==> config.mk <==
export PLATFORM = sky130hd
export DESIGN_NAME = rtc_update_seq
export DESIGN_NICKNAME = d
export VERILOG_FILES = /design/src/rtl/rtc_upd_pkg.sv /design/src/rtl/rtc_osc_decode.sv /design/src/rtl/rtc_upd_ctrl.sv /design/src/rtl/rtc_upd_flags.sv /design/src/rtl/rtc_update_seq.sv
export SDC_FILE = /design/constraint.sdc
export NUM_CORES = 1
export LEC_CHECK = 0
export ABC_AREA = 1
export BUFFER_PORTS_ARGS = -buffer_cell sky130_fd_sc_hd__buf_2
export CAP_MARGIN = 10
export CORE_AREA = 3 3 52 54
export CTS_BUF_LIST = sky130_fd_sc_hd__clkbuf_4
export CTS_CLUSTER_DIAMETER = 60
export DETAILED_ROUTE_END_ITERATION = 12
export DIE_AREA = 0 0 55 57
export GPL_ROUTABILITY_DRIVEN = 0
export GPL_TIMING_DRIVEN = 0
export PLACE_DENSITY = 0.62
export SETUP_SLACK_MARGIN = 0.02
export SYNTH_ARGS = -nofsm -noshare
export SYNTH_HDL_FRONTEND = slang
export SYNTH_SLANG_ARGS = --single-unit
==> constraint.sdc <==
create_clock -name clk -period 3.3 [get_ports clk]
set_input_delay 0.825 -clock clk [delete_from_list [all_inputs] [get_ports clk]]
set_output_delay 0.825 -clock clk [all_outputs]
set_load 0.005 [all_outputs]
==> src/rtl/rtc_upd_pkg.sv <==
package rtc_upd_pkg;
  // Strobes passed from the sequencing control to the flag datapath.
  typedef struct packed {
    logic updStart;  // tick that opens the update window
    logic updEnd;    // tick that closes the update window (count wrap)
  } updStrobe_t;

  localparam logic [2:0] RUN_PATTERN = 3'b010;
endpackage

==> src/rtl/rtc_osc_decode.sv <==
module rtc_osc_decode
  import rtc_upd_pkg::*;
(
  input  logic [2:0] ctrlField,
  output logic       oscOn,
  output logic       divRun
);
  always_comb begin
    divRun = (ctrlField == RUN_PATTERN);
    oscOn  = divRun || (ctrlField[2:1] == 2'b11);
  end
endmodule

==> src/rtl/rtc_upd_ctrl.sv <==
module rtc_upd_ctrl
  import rtc_upd_pkg::*;
#(
  parameter int TICKS_PER_SEC = 1024,
  parameter int LEAD_TICKS    = 8,
  parameter int UPD_TICKS     = 2
) (
  input  logic       clk,
  input  logic       rstN,
  input  logic       divRun,
  input  logic       tick,
  output updStrobe_t strb,
  output logic       uip
);
  localparam int CNT_W = (TICKS_PER_SEC > 2) ? $clog2(TICKS_PER_SEC) : 1;
  localparam logic [CNT_W-1:0] LAST_CNT  = CNT_W'(TICKS_PER_SEC - 1);
  localparam logic [CNT_W-1:0] PRE_START = CNT_W'(TICKS_PER_SEC - UPD_TICKS - 1);
  localparam logic [CNT_W-1:0] UIP_START = CNT_W'(TICKS_PER_SEC - UPD_TICKS - LEAD_TICKS);

  logic [CNT_W-1:0] subCnt;

  always_ff @(posedge clk) begin
    if (!rstN || !divRun) begin
      subCnt <= '0;
    end else if (tick) begin
      subCnt <= (subCnt == LAST_CNT) ? '0 : subCnt + 1'b1;
    end
  end

  always_comb begin
    strb.updStart = divRun && tick && (subCnt == PRE_START);
    strb.updEnd   = divRun && tick && (subCnt == LAST_CNT);
    uip           = (subCnt >= UIP_START);
  end
endmodule

==> src/rtl/rtc_upd_flags.sv <==
module rtc_upd_flags
  import rtc_upd_pkg::*;
(
  input  logic       clk,
  input  logic       rstN,
  input  updStrobe_t strb,
  input  logic       updIntEn,
  input  logic       updInhibit,
  input  logic       statusRd,
  output logic       updFlag,
  output logic       irq,
  output logic       advance
);
  logic irqSet;

  always_comb irqSet = strb.updEnd && updIntEn && !updInhibit;

  always_ff @(posedge clk) begin
    if (!rstN) begin
      updFlag <= 1'b0;
      irq     <= 1'b0;
      advance <= 1'b0;
    end else begin
      advance <= strb.updStart;
      updFlag <= strb.updEnd || (updFlag && !statusRd);
      irq     <= irqSet || (irq && !statusRd);
    end
  end
endmodule

==> src/rtl/rtc_update_seq.sv <==
module rtc_update_seq
  import rtc_upd_pkg::*;
#(
  parameter int TICKS_PER_SEC = 1024,
  parameter int LEAD_TICKS    = 8,
  parameter int UPD_TICKS     = 2
) (
  input  logic       clk,
  input  logic       rstN,
  input  logic       tick,
  input  logic [2:0] oscCtrl,
  input  logic       updIntEn,
  input  logic       updInhibit,
  input  logic       statusRd,
  output logic       oscOn,
  output logic       divRun,
  output logic       uip,
  output logic       advance,
  output logic       updFlag,
  output logic       irq
);
  updStrobe_t strb;

  rtc_osc_decode uDecode (
    .ctrlField(oscCtrl),
    .oscOn    (oscOn),
    .divRun   (divRun)
  );

  rtc_upd_ctrl #(
    .TICKS_PER_SEC(TICKS_PER_SEC),
    .LEAD_TICKS   (LEAD_TICKS),
    .UPD_TICKS    (UPD_TICKS)
  ) uCtrl (
    .clk   (clk),
    .rstN  (rstN),
    .divRun(divRun),
    .tick  (tick),
    .strb  (strb),
    .uip   (uip)
  );

  rtc_upd_flags uFlags (
    .clk       (clk),
    .rstN      (rstN),
    .strb      (strb),
    .updIntEn  (updIntEn),
    .updInhibit(updInhibit),
    .statusRd  (statusRd),
    .updFlag   (updFlag),
    .irq       (irq),
    .advance   (advance)
  );
endmodule

==> metrics.md, run 1 <==
| Metric | Value |
|---|---|
| Buf+Inv Stages, Crit Path | 2 |
| Slowest stage delay, CP | between 400 and 500 ps |
| Adder-cell share of the synthesized area | 0.0508 |
| PostCTS Resize Cnt | 0 |
| Worst-path clk slew | 80 ps |
| Via Count | around 610 |
| DRC Markers | 0 |
| Fin Setup TNS | 0 ps |
| Critical-path cell list | inv_1 -> ha_1 -> o21ai_0 -> a21oi_1 -> buf_2 |
| Placed cell count | about 140 |
| Mapped Cells | between 90 and 100 |
| Dpl cell area | about 840 um^2 |
| Largest family of logic cells by synthesized area | simple AND/OR/NAND/NOR gates |
| DIE WIDTH | 55 um |
| F_max | around 460 MHz |
| Overall Power | around 280 uW |
| Largest net degree at the start of global routing | 8 |
| Flop2flop setup slack | 1920 ps |
| EDFF count, synth | 0 |
| I/O Buffers | 14 |
| Flops & latches, synth | 13 |
| Syn Nets | around 110 |
| Post-CTS setup buffers | 0 |
| Non-Filler Instances | around 140 |
| Routed vias/inst | between 4 and 5 |
| Fin nets | approximately 130 |
| Core Rows | 17 |
| Register area share after synthesis | 0.352 |
| Final ANT Viol Nets | 0 |
| Area delta synth->final | 18.3% |
| Final Slew Violations | 0 |
| Outcome | finished, final reports clean |
| Area leader, netlist | dfxtp_1 |
| Simple-gate share of the synthesized area | 0.354 |
| Post-Layout Inst Area | between 800 and 900 um^2 |
| Critical Path End Type | output port |
| Max_slew headroom | 0.863 |
| Multiplexer area fraction after synthesis | 0 |
| Worst Setup EP | uip |
| I/O pins | 15 |
| Most common cell in the netlist | nand2_1 |
| Avg WL per Cell | around 10 um |
| Antenna violations before repair | 0 |
| Chip Height | around 57 um |
| Post-synthesis xor/xnor area fraction | 0.0711 |
| Maxcap violations | 0 |
| Critical path required time | 2470 ps |
| Most frequent cells after synthesis | 16 x nand2_1, 15 x inv_1, 13 x dfxtp_1, 12 x nor2_1 |
| Starting density of the core | 0.328 |
| Final HPWL DP | 1160 um |
| Total GRT Usage | 0.105 |
| CTS root buffer | clkbuf_4 |
| Worst Skew | ~2.3 ps |
| Max Root-Sink Buffers | 2 |
| Yosys warning total | 0 |
| Setup WS pre-CTS | approximately 1200 ps |
| Filler cell count | between 200 and 300 |
| GRT Residual Overflow | 0 |
| Clock Latency Late Sink | roughly 270 ps |
| Vias in the first global route | between 600 and 700 |
| First-pass GRT wire length | approximately 2500 um |
| Peak VDD IR | 0.165 mV |
| Main synth FF type | dfxtp_1 |
| Die ar. | roughly 0.0031 mm^2 |
| Initial DRT Pass Iterations | 4 |
| Stages on the worst setup path | 5 |
| Period utilization | 0.662 |
| Crit-path slowest cell | dfxtp_1 |
| Pwr per Cell Area | around 320 mW/mm^2 |
| Area contributors post-synth | dfxtp_1 35%, nand2_1 8.1%, inv_1 7.6% |
| Final hold slack | roughly 460 ps |
| Worst Path Max Fanout | 5 |
| Share of layout cells above drive strength 1 | 0.307 |
| Shortest period the worst path allows | roughly 2200 ps |
| Hold Crit Class | reg2reg |
| Core ar. | about 0.0023 mm^2 |
| Hold_buf cts | 0 |
| Lkg Pwr | between 0.3 and 0.4 nW |
| # clock sinks | 13 |
| # diodes | 0 |
| Final Hold Fails | 0 |
| Final core utilization | 0.388 |
| Worst EP arrival | roughly 1400 ps |
| Delay-heaviest family, CP | flip-flops |
| Multi-input logic area | ~420 um^2 |
| Initial drt markers | 8 |
| RSZ-0062 raised after global routing | no |
| Worst Tran Pin Value | about 200 ps |
| Average cell area after synthesis | 7.70 um^2 |
| Num CTS Buffers | 3 |
| Storage element area | 260 um^2 |
| CTS tree | built |
| Share of the synthesized area in the top cell type | 0.352 |
| Final worst setup slack | approximately 1100 ps |
| # H-tree levels | 1 |
| Total Routed Length | approximately 1400 um |
| Critical path class | reg2out |
| Worst Reg-to-Reg Cells | 6 |
| Final setup vio count | 0 |
| Count of unique library cells instantiated by Yosys | 22 |
| Synth Area in Compound Gates | 0.0914 |
| CP startpoint kind | register |
| Crit path from | uCtrl.subCnt[0]$_SDFFE_PP0P_ |
| Worst r2r dst | uCtrl.subCnt[9]$_SDFFE_PP0P_ |
| Synthesized cell area | 739 um^2 |
| Reg2reg start | uCtrl.subCnt[1]$_SDFFE_PP0P_ |
| Asr flop ratio synth | 0 |
-- routing by layer --
layer / up-vias / part of all wire / track usage
met5: - / 0 / 0
met4: 0 / 0 / 0.0313
met3: 0 / 0.070 / 0.0392
met2: 13 / 0.52 / 0.172
met1: 264 / 0.41 / 0.125
li1: 332 / - / -
-- report_power, final --
group / internal [mW] / switching, mW
Combinational: 0.00674 / 0.00957
Sequential: 0.157 / 0.000555
Clock: 0.0551 / 0.0525
-- state kept, by name (all words and copies together), names as in the netlist --
register	count
uFlags.advance	1
uFlags.irq	1
uFlags.updFlag	1
uCtrl.subCnt	10
-- kinds of logic after synthesis --
logic type,Yosys count
simple gates,48
buf+inv,16
flops,13
compound gates,10
xor+xnor,6
fa+ha+maj,3
-- cell usage in the layout (no fill, tap or decap), types with 2 or more instances in the layout --
| cell | netlist | routed |
|---|---|---|
| a21oi_1 | 5 | 5 |
| buf_2 | 0 | 14 |
| clkbuf_4 | 0 | 4 |
| dfxtp_1 | 13 | 13 |
| ha_1 | 3 | 3 |
| inv_1 | 15 | 15 |
| nand2_1 | 16 | 16 |
| nand2_2 | 5 | 5 |
| nand3_1 | 5 | 5 |
| nor2_1 | 12 | 12 |
| nor2_2 | 2 | 2 |
| nor2_4 | 3 | 3 |
| o21ai_0 | 2 | 2 |
| xnor2_1 | 2 | 2 |
| xor2_1 | 4 | 4 |
-- worst min-delay path: cells and delay by family (launching register included) --
| kind | cells | cell delay (ps) |
|---|---|---|
| and+or+nand+nor | 1 | 60 |
| AOI/OAI and AO/OA | 1 | 50 |
| DFF | 1 | 310 |
-- final cells by class --
type,count,share of cell area
Tap cell,28,0.0401
Sequential cell,13,0.298
Multi-Input combinational cell,67,0.479
Inverter,16,0.0687
Timing Repair Buffer,14,0.0801
Clock buffer,4,0.0343
-- worst min path at each step --
stage                     slack (ps)                 startpoint  cells after the start                        end
after floorplan                  460  uFlags.updFlag$_SDFF_PN0_                      2  uFlags.updFlag$_SDFF_PN0_
after global placement           450  uFlags.updFlag$_SDFF_PN0_                      2  uFlags.updFlag$_SDFF_PN0_
after detailed placement         460  uFlags.updFlag$_SDFF_PN0_                      2  uFlags.updFlag$_SDFF_PN0_
after CTS                        470  uFlags.updFlag$_SDFF_PN0_                      2  uFlags.updFlag$_SDFF_PN0_
after global routing             500  uFlags.updFlag$_SDFF_PN0_                      2  uFlags.updFlag$_SDFF_PN0_
final                            460  uFlags.updFlag$_SDFF_PN0_                      2  uFlags.updFlag$_SDFF_PN0_
Power figures use the tool's default switching activity.
==> run 2: changes to the inputs <==
--- a/config.mk
+++ b/config.mk
@@ -15,7 +15,7 @@
 export DIE_AREA = 0 0 55 57
 export GPL_ROUTABILITY_DRIVEN = 0
 export GPL_TIMING_DRIVEN = 0
-export PLACE_DENSITY = 0.62
+export PLACE_DENSITY = 0.63
 export SETUP_SLACK_MARGIN = 0.02
 export SYNTH_ARGS = -nofsm -noshare
 export SYNTH_HDL_FRONTEND = slang
==> constraint.sdc (replaced) <==
create_clock -name clk -period 1.9 [get_ports clk]
set_input_delay 0.475 -clock clk [delete_from_list [all_inputs] [get_ports clk]]
set_output_delay 0.475 -clock clk [all_outputs]
set_load 0.005 [all_outputs]
==> metrics.md, run 2 (synthesis results as in run 1) <==
| Metric | Value |
|---|---|
| Outcome | finished, final reports clean |
| Via Count | 610 (+0.16%) |
| Worst hold endpoint | uCtrl.subCnt[1]$_SDFFE_PP0P_ |
| I/O Buffers | 14 (unchanged) |
| Core ar. | 0.00225 mm^2 (unchanged) |
| Worst EP arrival | 1280 ps (-80 ps) |
| # diodes | 0 (unchanged) |
| Combinational power share | 0.057 (about the same) |
| CP startpoint kind | register |
| Max reg flops | 10 (unchanged) |
| Crit-path slowest cell | dfxtp_1 |
| Final setup vio count | 0 (unchanged) |
| DIE WIDTH | 55 um (unchanged) |
| Num CTS Buffers | 3 (unchanged) |
| Non-Filler Instances | 142 (unchanged) |
| Critical path required time | 1420 ps (-1050 ps) |
| Slowest stage delay, CP | 420 ps (about the same) |
| Final core utilization | 0.388 (+0.000555) |
| Routed vias/inst | 4.30 (+0.16%) |
| Total GRT Usage | 0.0992 (-0.00588) |
| Maxcap violations | 0 (unchanged) |
| Placed cell count | 138 (unchanged) |
| Final Slew Violations | 0 (unchanged) |
| Chip Height | 57 um (unchanged) |
| F_max | approximately 570 MHz |
| Internal | 380 uW (+74%) |
| Final Hold Fails | 0 (unchanged) |
| Worst Reg-to-Reg Cells | 6 (unchanged) |
| Sw Ratio | 0.231 (+0.00836) |
| Commonest non-fill, non-tap cell in the layout | nand2_1 |
| # clock sinks | 13 (unchanged) |
| Critical-path cell list | nand2_1 -> nor2_4 -> nand2_4 -> a21oi_1 -> buf_2 |
| Max_slew headroom | 0.851 (-0.0126) |
| First-pass GRT wire length | 2300 um (-7.0%) |
| CTS tree | built |
| Worst Hold Depth | 2 (unchanged) |
| Starting density of the core | 0.328 (unchanged) |
| Seq pwr share | 0.554 (-0.006) |
| Setup WS pre-CTS | 382 ps (-771 ps) |
| Overall Power | 494 uW (+76%) |
| Reg2reg start | uCtrl.subCnt[1]$_SDFFE_PP0P_ |
| GRT Residual Overflow | 0 (unchanged) |
| Final HPWL DP | 1090 um (-6.0%) |
| Worst Tran Pin Value | 224 ps (+20.5 ps) |
| Initial drt markers | 13 (+5) |
| Core Rows | 17 (unchanged) |
| Worst Path Max Fanout | 4 (-1) |
| Vias in the first global route | 574 (-6.2%) |
| Final ANT Viol Nets | 0 (unchanged) |
| Flop2flop setup slack | 530 ps (-1390 ps) |
| Area delta synth->final | 18.4% |
| Antenna violations before repair | 0 (unchanged) |
| Share of layout cells above drive strength 1 | 0.316 (+0.00877) |
| Clock Latency Late Sink | 280 ps (about the same) |
| Avg WL per Cell | 9.85 um (-1.6%) |
| Max Root-Sink Buffers | 2 (unchanged) |
| Final worst setup slack | 142 ps (-973 ps) |
| NetSw | 114 uW (+82%) |
| Worst r2r dst | uCtrl.subCnt[9]$_SDFFE_PP0P_ |
| Initial DRT Pass Iterations | 4 (unchanged) |
| Filler cell count | 259 (-0.77%) |
| # H-tree levels | 1 (unchanged) |
| Die ar. | 0.00314 mm^2 (unchanged) |
| RSZ-0062 raised after global routing | no |
| Fin Setup TNS | 0 ps (unchanged) |
| Critical Path End Type | output port |
| Pwr per Cell Area | 565 mW/mm^2 (+75%) |
| Clock power frac | 0.389 (+0.007) |
| Critical path class | reg2out |
| Most frequent cells in the layout | 16 x nand2_1, 15 x inv_1, 14 x buf_2 |
| Shortest period the worst path allows | ~1800 ps |
| Period utilization | 0.925 |
| Hold Crit Class | in2reg |
| Lkg Pwr | 0.381 nW (+0.13%) |
| CTS root buffer | clkbuf_4 |
| Worst-path clk slew | 80 ps (about the same) |
| Peak VDD IR | 0.323 mV (+95%) |
| Fin nets | 127 (unchanged) |
| DRC Markers | 0 (unchanged) |
| Hold Startpoint | tick |
| Top reg by flops | uCtrl.subCnt |
| Total Routed Length | 1400 um (-1.6%) |
| I/O pins | 15 (unchanged) |
| Largest net degree at the start of global routing | 8 (unchanged) |
| Worst Skew | 0.735 ps (-1.56 ps) |
run 2: cell types whose count changed in the layout (fill, tap and decap cells not counted):
cell	delta
dfxtp_1	-1
dfxtp_2	+1
run 2: worst max-delay path, delay by kind of cell (launching register included):
kind	cells	cell delay (ps)
buffers and inverters	1	130
DFF	1	420
and+or+nand+nor	3	330
AOI/OAI and AO/OA	1	120
run 2: power groups by stage:
stage	registers, mW	clock network (mW)	logic [mW]
2_1_floorplan	0.280	0	0.0138
3_3_place_gp	0.280	0	0.0279
3_5_place_dp	0.280	0	0.0282
4_1_cts	0.274	0.202	0.0285
5_1_grt	0.274	0.210	0.0328
6_report	0.274	0.193	0.0281
run 2: timing repair:
action / in CTS / in global routing
gates resized for setup: 0 / 1
setup endpoints to repair: 0 / 1
hold buffers: 0 / 0
buffers inserted: 0 / 0
run 2: worst max path at each step:
stage / startpoint / end / depth (start not counted)
floorplan: uCtrl.subCnt[0]$_SDFFE_PP0P_ / uip / 4
global placement: uCtrl.subCnt[0]$_SDFFE_PP0P_ / uip / 5
detailed placement: uCtrl.subCnt[0]$_SDFFE_PP0P_ / uip / 5
CTS: uCtrl.subCnt[0]$_SDFFE_PP0P_ / uip / 5
global route: uCtrl.subCnt[0]$_SDFFE_PP0P_ / uip / 5
finish: uCtrl.subCnt[4]$_SDFFE_PP0P_ / uip / 5
run 2: per-stage QoR:
stage	cell area [um^2]	hold slack (ps)
final	876	446
after global routing	876	451
after CTS	875	441
after detailed placement	845	464
after global placement	845	450
after floorplan	739	460
run 2: final cells by class:
cell class / instances / area (um^2) / share of cell area
clock buffers: 4 / 30.0 / 0.0343
repair buffers: 14 / 70.1 / 0.0800
flip-flops and latches: 13 / 262 / 0.299
inverters: 16 / 60.1 / 0.0686
well taps: 28 / 35.0 / 0.0400
multi-input cells: 67 / 419 / 0.479
run 2: routing by layer:
layer  wire (um)  global-route usage  vias to the layer above  part of all wire
met5           0                   0                        -                 0
met4           0              0.0208                        0                 0
met3         107              0.0496                        0             0.077
met2         613               0.160                       17              0.44
met1         677               0.117                      261              0.48
li1            -                   -                      332                 -
==> run 3: changes to the inputs <==
--- a/config.mk
+++ b/config.mk
@@ -8,14 +8,14 @@
 export ABC_AREA = 1
 export BUFFER_PORTS_ARGS = -buffer_cell sky130_fd_sc_hd__buf_2
 export CAP_MARGIN = 10
-export CORE_AREA = 3 3 52 54
+export CORE_AREA = 3 3 43 45
 export CTS_BUF_LIST = sky130_fd_sc_hd__clkbuf_4
 export CTS_CLUSTER_DIAMETER = 60
 export DETAILED_ROUTE_END_ITERATION = 12
-export DIE_AREA = 0 0 55 57
+export DIE_AREA = 0 0 46 48
 export GPL_ROUTABILITY_DRIVEN = 0
 export GPL_TIMING_DRIVEN = 0
-export PLACE_DENSITY = 0.63
+export PLACE_DENSITY = 0.84
 export SETUP_SLACK_MARGIN = 0.02
 export SYNTH_ARGS = -nofsm -noshare
 export SYNTH_HDL_FRONTEND = slang
==> metrics.md, run 3 (synthesis results as in run 1) <==
| Metric | Value |
|---|---|
| Setup WS pre-CTS | 415 ps (+33.2 ps) |
| DIE WIDTH | 46 um (-16%) |
| Worst Reg-to-Reg Cells | 6 (unchanged) |
| Final core utilization | 0.571 (+0.183) |
| Routed vias/inst | 4.78 (+11%) |
| Peak VDD IR | 0.347 mV (+7.5%) |
| Initial DRT Pass Iterations | 4 (unchanged) |
| Hold Crit Class | in2reg |
| Multi-input logic area | 419 um^2 (unchanged) |
| Maxcap violations | 0 (unchanged) |
| Area delta synth->final | 16.4% |
| Period utilization | 0.921 (-0.00384) |
| Antenna violations before repair | 0 (unchanged) |
| Max Root-Sink Buffers | 2 (unchanged) |
| Post-Layout Inst Area | 861 um^2 (-1.7%) |
| CTS tree | built |
| Initial drt markers | 6 (-7) |
| Reg2reg start | uCtrl.subCnt[1]$_SDFFE_PP0P_ |
| Vias in the first global route | 557 (-3.0%) |
| CTS root buffer | clkbuf_4 |
| Worst-path clk slew | 80 ps (about the same) |
| Total GRT Usage | 0.152 (+0.0533) |
| Share of layout cells above drive strength 1 | 0.316 (unchanged) |
| Core Rows | 14 (-3) |
| Num CTS Buffers | 3 (unchanged) |
| # diodes | 0 (unchanged) |
| Lkg Pwr | 0.381 nW (unchanged) |
| Core ar. | 0.00151 mm^2 (-33%) |
| Top reg by flops | uCtrl.subCnt |
| Via Count | 622 (+2.0%) |
| Storage element area | 262 um^2 (unchanged) |
| Worst Hold Depth | 2 (unchanged) |
| Avg WL per Cell | 10.6 um (+7.8%) |
| I/O pins | 15 (unchanged) |
| Final HPWL DP | 1110 um (+1.7%) |
| CP startpoint kind | register |
| Starting density of the core | 0.491 (+0.163) |
| Critical path class | reg2out |
| DRC Markers | 0 (unchanged) |
| # clock sinks | 13 (unchanged) |
| Shortest period the worst path allows | 1750 ps (-7.29 ps) |
| Pwr per Cell Area | 573 mW/mm^2 (+1.5%) |
| RSZ-0062 raised after global routing | no |
| Fin nets | 127 (unchanged) |
| Critical Path End Type | output port |
| Total Routed Length | 1380 um (-1.3%) |
| Max_slew headroom | 0.845 (-0.00559) |
| Final setup vio count | 0 (unchanged) |
| First-pass GRT wire length | 2370 um (+3.0%) |
| Worst Skew | 5.05 ps (+4.32 ps) |
| Worst Tran Pin Value | 232 ps (+8.30 ps) |
| Commonest non-fill, non-tap cell in the layout | nand2_1 |
| Fin Setup TNS | 0 ps (unchanged) |
| Worst Path Max Fanout | 4 (unchanged) |
| Final ANT Viol Nets | 0 (unchanged) |
| Final worst setup slack | 150 ps (+7.29 ps) |
| # H-tree levels | 1 (unchanged) |
| Hold Startpoint | tick |
| Chip Height | 48 um (-16%) |
| Max reg flops | 10 (unchanged) |
| I/O Buffers | 14 (unchanged) |
| Filler cell count | 152 (-41%) |
| Outcome | finished, final reports clean |
| Final Slew Violations | 0 (unchanged) |
| Largest net degree at the start of global routing | 8 (unchanged) |
| Dpl cell area | 830 um^2 (-1.8%) |
| Most frequent cells in the layout | 16 x nand2_1, 15 x inv_1, 14 x buf_2 |
| F_max | 571 MHz (+0.42%) |
| Critical path required time | 1420 ps (about the same) |
| Crit path from | uCtrl.subCnt[4]$_SDFFE_PP0P_ |
| Worst EP arrival | 1280 ps (about the same) |
| Die ar. | 0.00221 mm^2 (-30%) |
| Final Hold Fails | 0 (unchanged) |
| Clock Latency Late Sink | 280 ps (about the same) |
| GRT Residual Overflow | 0 (unchanged) |
-- run 3: path summary, 6_finish.rpt --
| path | endpoint | slack, ps |
|---|---|---|
| min reg2reg | uFlags.updFlag$_SDFF_PN0_ | 480 |
| max reg2reg | uCtrl.subCnt[3]$_SDFFE_PP0P_ | 480 |
| max | uip | 150 |
| min | uCtrl.subCnt[1]$_SDFFE_PP0P_ | 440 |
-- run 3: metrics by stage --
step	total power, mW	std cells	hold WS (ps)
4_1_cts	0.497	130	436
6_report	0.493	130	440
5_1_grt	0.510	130	447
2_1_floorplan	0.294	96	460
3_3_place_gp	0.308	126	454
3_5_place_dp	0.308	126	471
-- run 3: timing repair --
action	CTS	global route
hold buffers	0	0
setup endpoints to repair	0	1
gates resized for setup	0	1
setup buffers	0	0
-- run 3: cell type report --
cell class                 instances  area share
tap                               16      0.0233
inverter                          16      0.0698
sequential                        13       0.304
clock buffer                       4      0.0349
timing repair buffer              14      0.0814
multi-input combinational         67       0.487
-- run 3: power by group --
part	internal (mW)	switching [mW]
sequential	0.273	0.000971
clock	0.0957	0.0952
combinational	0.0117	0.0167
-- run 3: per-layer routing --
metal / global-route usage / routed length [um] / vias to the layer above
met4: 0.0682 / 17 / 0
met1: 0.182 / 629 / 273
met3: 0.0451 / 70 / 3
li1: - / - / 331
met5: 0 / 0 / -
met2: 0.253 / 664 / 15
-- run 3: critical path, cell delays in order (launching register included) --
cell and delay [ps]:
dfxtp_1 420, nand2_1 110, nor2_4 130, nand2_4 80
a21oi_1 120, buf_2 130
